**src/rtl/agu_pkg.sv**
```systemverilog
package agu_pkg;
   localparam logic [1:0] SZ_SHORT  = 2'd0;
   localparam logic [1:0] SZ_NORMAL = 2'd1;
   localparam logic [1:0] SZ_LONG   = 2'd2;
   localparam logic       BANK_IDX  = 1'b0;
   localparam logic       BANK_MOD  = 1'b1;
endpackage

```
**src/rtl/agu_regbank.sv**
```systemverilog
module agu_regbank #(
   parameter int W = 32,
   parameter int N = 8,
   parameter bit HAS_UPD = 1'b1,
   localparam int SW = $clog2(N)
) (
   input  logic              clk,
   input  logic              rst_n,
   input  logic              wr_en,
   input  logic [SW-1:0]     wr_sel,
   input  logic [W-1:0]      wr_data,
   input  logic              upd_en,
   input  logic [SW-1:0]     upd_sel,
   input  logic [W-1:0]      upd_data,
   output logic [N-1:0][W-1:0] q
);
   genvar k;
   generate
      for (k = 0; k < N; k++) begin : g_ent
         logic hit_wr;
         logic hit_upd;
         assign hit_wr = wr_en && (wr_sel == SW'(k));
         if (HAS_UPD) begin : g_upd
            assign hit_upd = upd_en && (upd_sel == SW'(k));
         end else begin : g_noupd
            logic unused_upd;
            assign unused_upd = upd_en ^ (^upd_sel) ^ (^upd_data);
            assign hit_upd = 1'b0;
         end
         always_ff @(posedge clk or negedge rst_n) begin
            if (!rst_n)      q[k] <= '0;
            else if (hit_wr) q[k] <= wr_data;
            else if (hit_upd) q[k] <= upd_data;
         end
      end
   endgenerate
endmodule

```
**src/rtl/agu_calc.sv**
```systemverilog
module agu_calc #(
   parameter int W = 32,
   parameter int IW = 16
) (
   input  logic          post,
   input  logic          use_imm,
   input  logic [W-1:0]  idx,
   input  logic [W-1:0]  mod,
   input  logic [IW-1:0] imm,
   output logic [W-1:0]  eff,
   output logic [W-1:0]  next_idx
);
   logic [W-1:0] offs;
   logic [W-1:0] sum;
   always_comb begin
      offs = use_imm ? {{(W-IW){imm[IW-1]}}, imm} : mod;
      sum = idx + offs;
      eff = post ? idx : sum;
      next_idx = sum;
   end
endmodule

```
**src/rtl/agu_scale.sv**
```systemverilog
module agu_scale #(
   parameter int W = 32
) (
   input  logic [1:0]   size,
   input  logic [W-1:0] a,
   output logic [W-1:0] y
);
   import agu_pkg::*;
   always_comb begin
      case (size)
         SZ_SHORT: y = {a[W-2:0], 1'b0};
         SZ_LONG:  y = {1'b0, a[W-1:1]};
         default:  y = a;
      endcase
   end
endmodule

```
**src/rtl/addr_gen_unit.sv**
```systemverilog
module addr_gen_unit #(
   parameter int AW = 32,
   parameter int NREG = 8,
   parameter int IMMW = 16,
   localparam int SELW = $clog2(NREG)
) (
   input  logic            clk,
   input  logic            rst_n,
   input  logic            reg_we,
   input  logic            reg_bank,
   input  logic [SELW-1:0] reg_sel,
   input  logic [AW-1:0]   reg_wdata,
   output logic [AW-1:0]   reg_rdata,
   input  logic            req_valid,
   input  logic            req_post,
   input  logic [SELW-1:0] req_isel,
   input  logic [SELW-1:0] req_msel,
   input  logic            req_use_imm,
   input  logic [IMMW-1:0] req_imm,
   input  logic [1:0]      req_size,
   output logic            addr_valid,
   output logic [AW-1:0]   addr_out
);
   import agu_pkg::*;

   generate
      if (NREG < 2 || (1 << SELW) != NREG) begin : g_bad_nreg
         $error("NREG must be a power of two, at least 2");
      end
      if (IMMW < 2 || IMMW >= AW) begin : g_bad_immw
         $error("IMMW must lie between 2 and AW-1");
      end
   endgenerate

   logic [NREG-1:0][AW-1:0] i_q;
   logic [NREG-1:0][AW-1:0] m_q;
   logic [AW-1:0] eff, next_idx, scaled;

   agu_regbank #(.W(AW), .N(NREG), .HAS_UPD(1'b1)) u_ibank (
      .clk(clk), .rst_n(rst_n),
      .wr_en(reg_we && reg_bank == BANK_IDX), .wr_sel(reg_sel), .wr_data(reg_wdata),
      .upd_en(req_valid && req_post), .upd_sel(req_isel), .upd_data(next_idx),
      .q(i_q));

   agu_regbank #(.W(AW), .N(NREG), .HAS_UPD(1'b0)) u_mbank (
      .clk(clk), .rst_n(rst_n),
      .wr_en(reg_we && reg_bank == BANK_MOD), .wr_sel(reg_sel), .wr_data(reg_wdata),
      .upd_en(1'b0), .upd_sel('0), .upd_data('0),
      .q(m_q));

   agu_calc #(.W(AW), .IW(IMMW)) u_calc (
      .post(req_post), .use_imm(req_use_imm),
      .idx(i_q[req_isel]), .mod(m_q[req_msel]), .imm(req_imm),
      .eff(eff), .next_idx(next_idx));

   agu_scale #(.W(AW)) u_scale (.size(req_size), .a(eff), .y(scaled));

   assign reg_rdata = (reg_bank == BANK_MOD) ? m_q[reg_sel] : i_q[reg_sel];

   always_ff @(posedge clk or negedge rst_n) begin
      if (!rst_n) begin
         addr_valid <= 1'b0;
         addr_out   <= '0;
      end else begin
         addr_valid <= req_valid;
         if (req_valid) addr_out <= scaled;
      end
   end
endmodule

```
**config.mk**
```make
export PLATFORM = sky130hd
export DESIGN_NAME = addr_gen_unit
export DESIGN_NICKNAME = d
export VERILOG_FILES = /design/src/rtl/agu_pkg.sv /design/src/rtl/agu_regbank.sv /design/src/rtl/agu_calc.sv /design/src/rtl/agu_scale.sv /design/src/rtl/addr_gen_unit.sv
export SDC_FILE = /design/constraint.sdc
export NUM_CORES = 1
export LEC_CHECK = 0
export BUFFER_PORTS_ARGS = -buffer_cell sky130_fd_sc_hd__buf_2
export CAP_MARGIN = 20
export CORE_MARGIN = 4
export CORE_UTILIZATION = 29
export CTS_BUF_LIST = sky130_fd_sc_hd__clkbuf_8
export CTS_CLUSTER_DIAMETER = 50
export DETAILED_ROUTE_END_ITERATION = 12
export GPL_ROUTABILITY_DRIVEN = 0
export PLACE_DENSITY = 0.51
export REMOVE_ABC_BUFFERS = 1
export SLEW_MARGIN = 20
export SYNTH_ARGS = -nofsm -noshare
export SYNTH_HDL_FRONTEND = slang
export SYNTH_HIERARCHICAL = 1
export SYNTH_SLANG_ARGS = --single-unit
```
**constraint.sdc**
```tcl
create_clock -name clk -period 3.8 [get_ports clk]
set_input_delay 0.38 -clock clk [delete_from_list [all_inputs] [get_ports clk]]
set_output_delay 0.38 -clock clk [all_outputs]
set_load 0.1 [all_outputs]
```
==> flow_summary.toml <==
[run_status]
run_status = "finished, violations left"
violations = "negative setup slack"

[worst_setup_path]
cp_slowest_stage_delay_ns = 0.47
crit_type = "reg2reg"
path_cells = "mux4_2, mux2_4, mux2_4, ha_4, fa_2, a21oi_2, buf_6, nor3_4, nor3_2, buf_4, buf_4, buf_6, o21ai_4, xor2_1, mux2_2, mux2i_1, o21ai_2, mux2_4"
critical-path-top-delay-family = "multiplexers"
cp.buffers_inverters = 4
reg2reg_to = "addr_out[19]"
worstPathArrival_ns = 4.83
rr_worst_depth = 18
crit_path_end_kind = "flip-flop"
r2r-start = "u_mbank/q[96]"
cp.required_ns = 4.46
slowest_stage = "mux4_2"
path_common_cell = "mux2_4"
startpoint_type = "flip-flop"
ff2ff_setup_slack_ns = -0.37
path_max_fanout = 4

[power_and_ir_drop]
seqPwrFrac_pct = 28.2
powerDensity_mw_per_mm2 = 804
p_leak_nw = 18.3
p_sw_mw = 13.7
p_clk_share_pct = 19.1
intPower_mw = 20.0
peakVddDrop_mv = 0.495
p_total_mw = 33.7
pwr-share-comb_pct = 52.7
switching_share_pct = 40.7

[global_routing]
grt_pass1_wl_mm = 174
grt_usage_pct = 18.9
grt-ovfl-total = 0
grt_start_max_net_pins = 83
antenna_found_initial = 8
grt_pass1_vias = 26000

[detailed_routing]
drtAntennaViolNets = 0
routed_wl_mm = 116
drt_first_pass_iters = 6
remaining_drc_errors = 0
viasPerCell = 5.24
routedWlPerCell_um = 24.3
drt-initial-drc-count = 1866
vias = 25100

[clocking]
cts-root-buf = "clkbuf_8"
insertion_delay_ns = 0.77
numCtsBuffers = 107
cts.sinks = 545
clockBufferDepth = 3
cts_tree = "built"
cts_max_level = 3
clk_pin_slew_ns = 0.06

[floorplanning]
dieWidth_um = 349
placementRows = 124
die_h_um = 349
start_util_pct = 29.4
io_pins = 131
die_area_mm2 = 0.122
core_area_mm2 = 0.115

[sta]
finalCriticalPeriod_ns = 4.17
timing_hold_violations_final = 0
slew_headroom_pct = 24.1
rsz0062_at_grt = "true"
final.period_utilization_pct = 110
tightest_slew_ns = 1.14
max_freq_ghz = 0.240
setup-violations-final = 52
finClkSkew_ns = 0.0566
tns_ns = -9.73
layout_setup_ws_ns = -0.373
finalMaxSlewViolations = 0

[placed_design]
place_ws_ns = -1.15
dp_cells = 4539
post-dp-hpwl_mm = 76.0
placed_cell_area_mm2 = 0.0384
io_buffers = 130

[cells_and_area]
fin_nets = 3289
syn_to_final_growth_pct = 24.0
layout.cells.non_filler = 4789
fillers = 11200
fin_area_mm2 = 0.0419
multiInputGateArea_mm2 = 0.0192
ff_latch_area_mm2 = 0.0136
drive_above_1_share_pct = 45.0

[yosys]
avgSynthCellArea_um2 = 12.2
synth_cells = 2780
syn_area_mm2 = 0.0338
ys_warn_count = 6

[job]
cap_violations = 0

[hold_path]
holdCritPathClass = "in2async"
## power groups by stage
stage          sequential (mW)  combinational (mW)  clock (mW)
4_1_cts                   9.48                17.1        6.63
3_5_place_dp              9.55                16.2           0
2_1_floorplan             10.3                8.95           0
5_1_grt                   9.81                19.0        6.89
3_3_place_gp              9.51                16.1           0
6_report                  9.51                17.7        6.43
## worst register-to-register path: stages, from the launching register on
cell     delay (ns)
dfrtp_1        0.39
mux4_2         0.47
mux2_4         0.30
mux2_4         0.29
ha_4           0.19
fa_2           0.36
a21oi_2        0.16
buf_6          0.13
nor3_4         0.05
nor3_2         0.18
buf_4          0.17
buf_4          0.11
buf_6          0.09
o21ai_4        0.06
xor2_1         0.16
mux2_2         0.32
mux2i_1        0.19
o21ai_2        0.15
mux2_4         0.32
## repair_timing
item,CTS,global route
pin swaps,45,35
buffers inserted,35,14
endpoints found under the setup margin,180,166
hold endpoints to repair,266,0
hold buffers,33,0
gates resized for setup,93,70
## how the worst max path moves through the flow
| stage | cells after the start | to | from |
|---|---|---|---|
| global placement | 16 | u_ibank/q[124] | req_msel[0] |
| finish | 18 | addr_out[19] | u_mbank/q[96] |
| global route | 17 | addr_out[18] | u_mbank/q[96] |
| CTS | 17 | addr_out[18] | u_mbank/q[33] |
| detailed placement | 16 | u_ibank/q[220] | req_msel[0] |
| floorplan | 3 | u_ibank/q[64] | reg_we |
## cells in the final DEF, fill, tap and decap left out, types with 7 or more instances in the layout
cell type / instances
ha_1: 22
dfrtp_1: 545
xor2_1: 8
o21ai_0: 67
mux2_2: 331
inv_1: 53
mux4_2: 256
nand4_1: 12
xnor2_1: 13
a21o_1: 13
buf_4: 392
dlygate4sd3_1: 33
nand2_1: 233
mux2i_1: 276
clkinv_2: 14
mux2_1: 27
buf_6: 13
o21ai_2: 42
ha_4: 9
bufinv_16: 7
buf_2: 123
a21oi_2: 8
nand4b_1: 9
mux2i_2: 8
o21ai_1: 85
clkbuf_8: 132
a21oi_1: 153
a22oi_1: 64
buf_12: 34
nor2_1: 144
mux2_4: 31
nand3_1: 8
## area by class of cell
class | count | share of cell area (%)
multi-input combinational | 1916 | 45.9
sequential | 545 | 32.6
timing repair buffer | 597 | 11.3
tap | 1512 | 4.52
clock buffer | 132 | 4.34
clock inverter | 61 | 1.17
inverter | 24 | 0.215
antenna | 2 | 0.0119
## stage by stage
| step | hold WS, ns | util, % |
|---|---|---|
| floorplan | 0.0844 | - |
| global placement | 0.423 | 33.4 |
| detailed placement | 0.426 | 33.4 |
| CTS | 0.140 | 36.1 |
| global route | 0.215 | 36.4 |
| finish | 0.224 | 36.4 |
## registers in the layout (all words and copies together) (netlist names)
register / count
addr_out: 32
addr_valid: 1
u_ibank/q: 256
u_mbank/q: 256
## layer usage
metal  global-route usage [%]  vias up  wire length [um]
met4                     4.47        4              2180
li1                         -    11200                 -
met1                     26.5    13000             53100
met2                     30.0      753             53200
met3                     4.22      152              7940
met5                        0        -                27
Note: power is estimated with default switching activity, not from simulation.
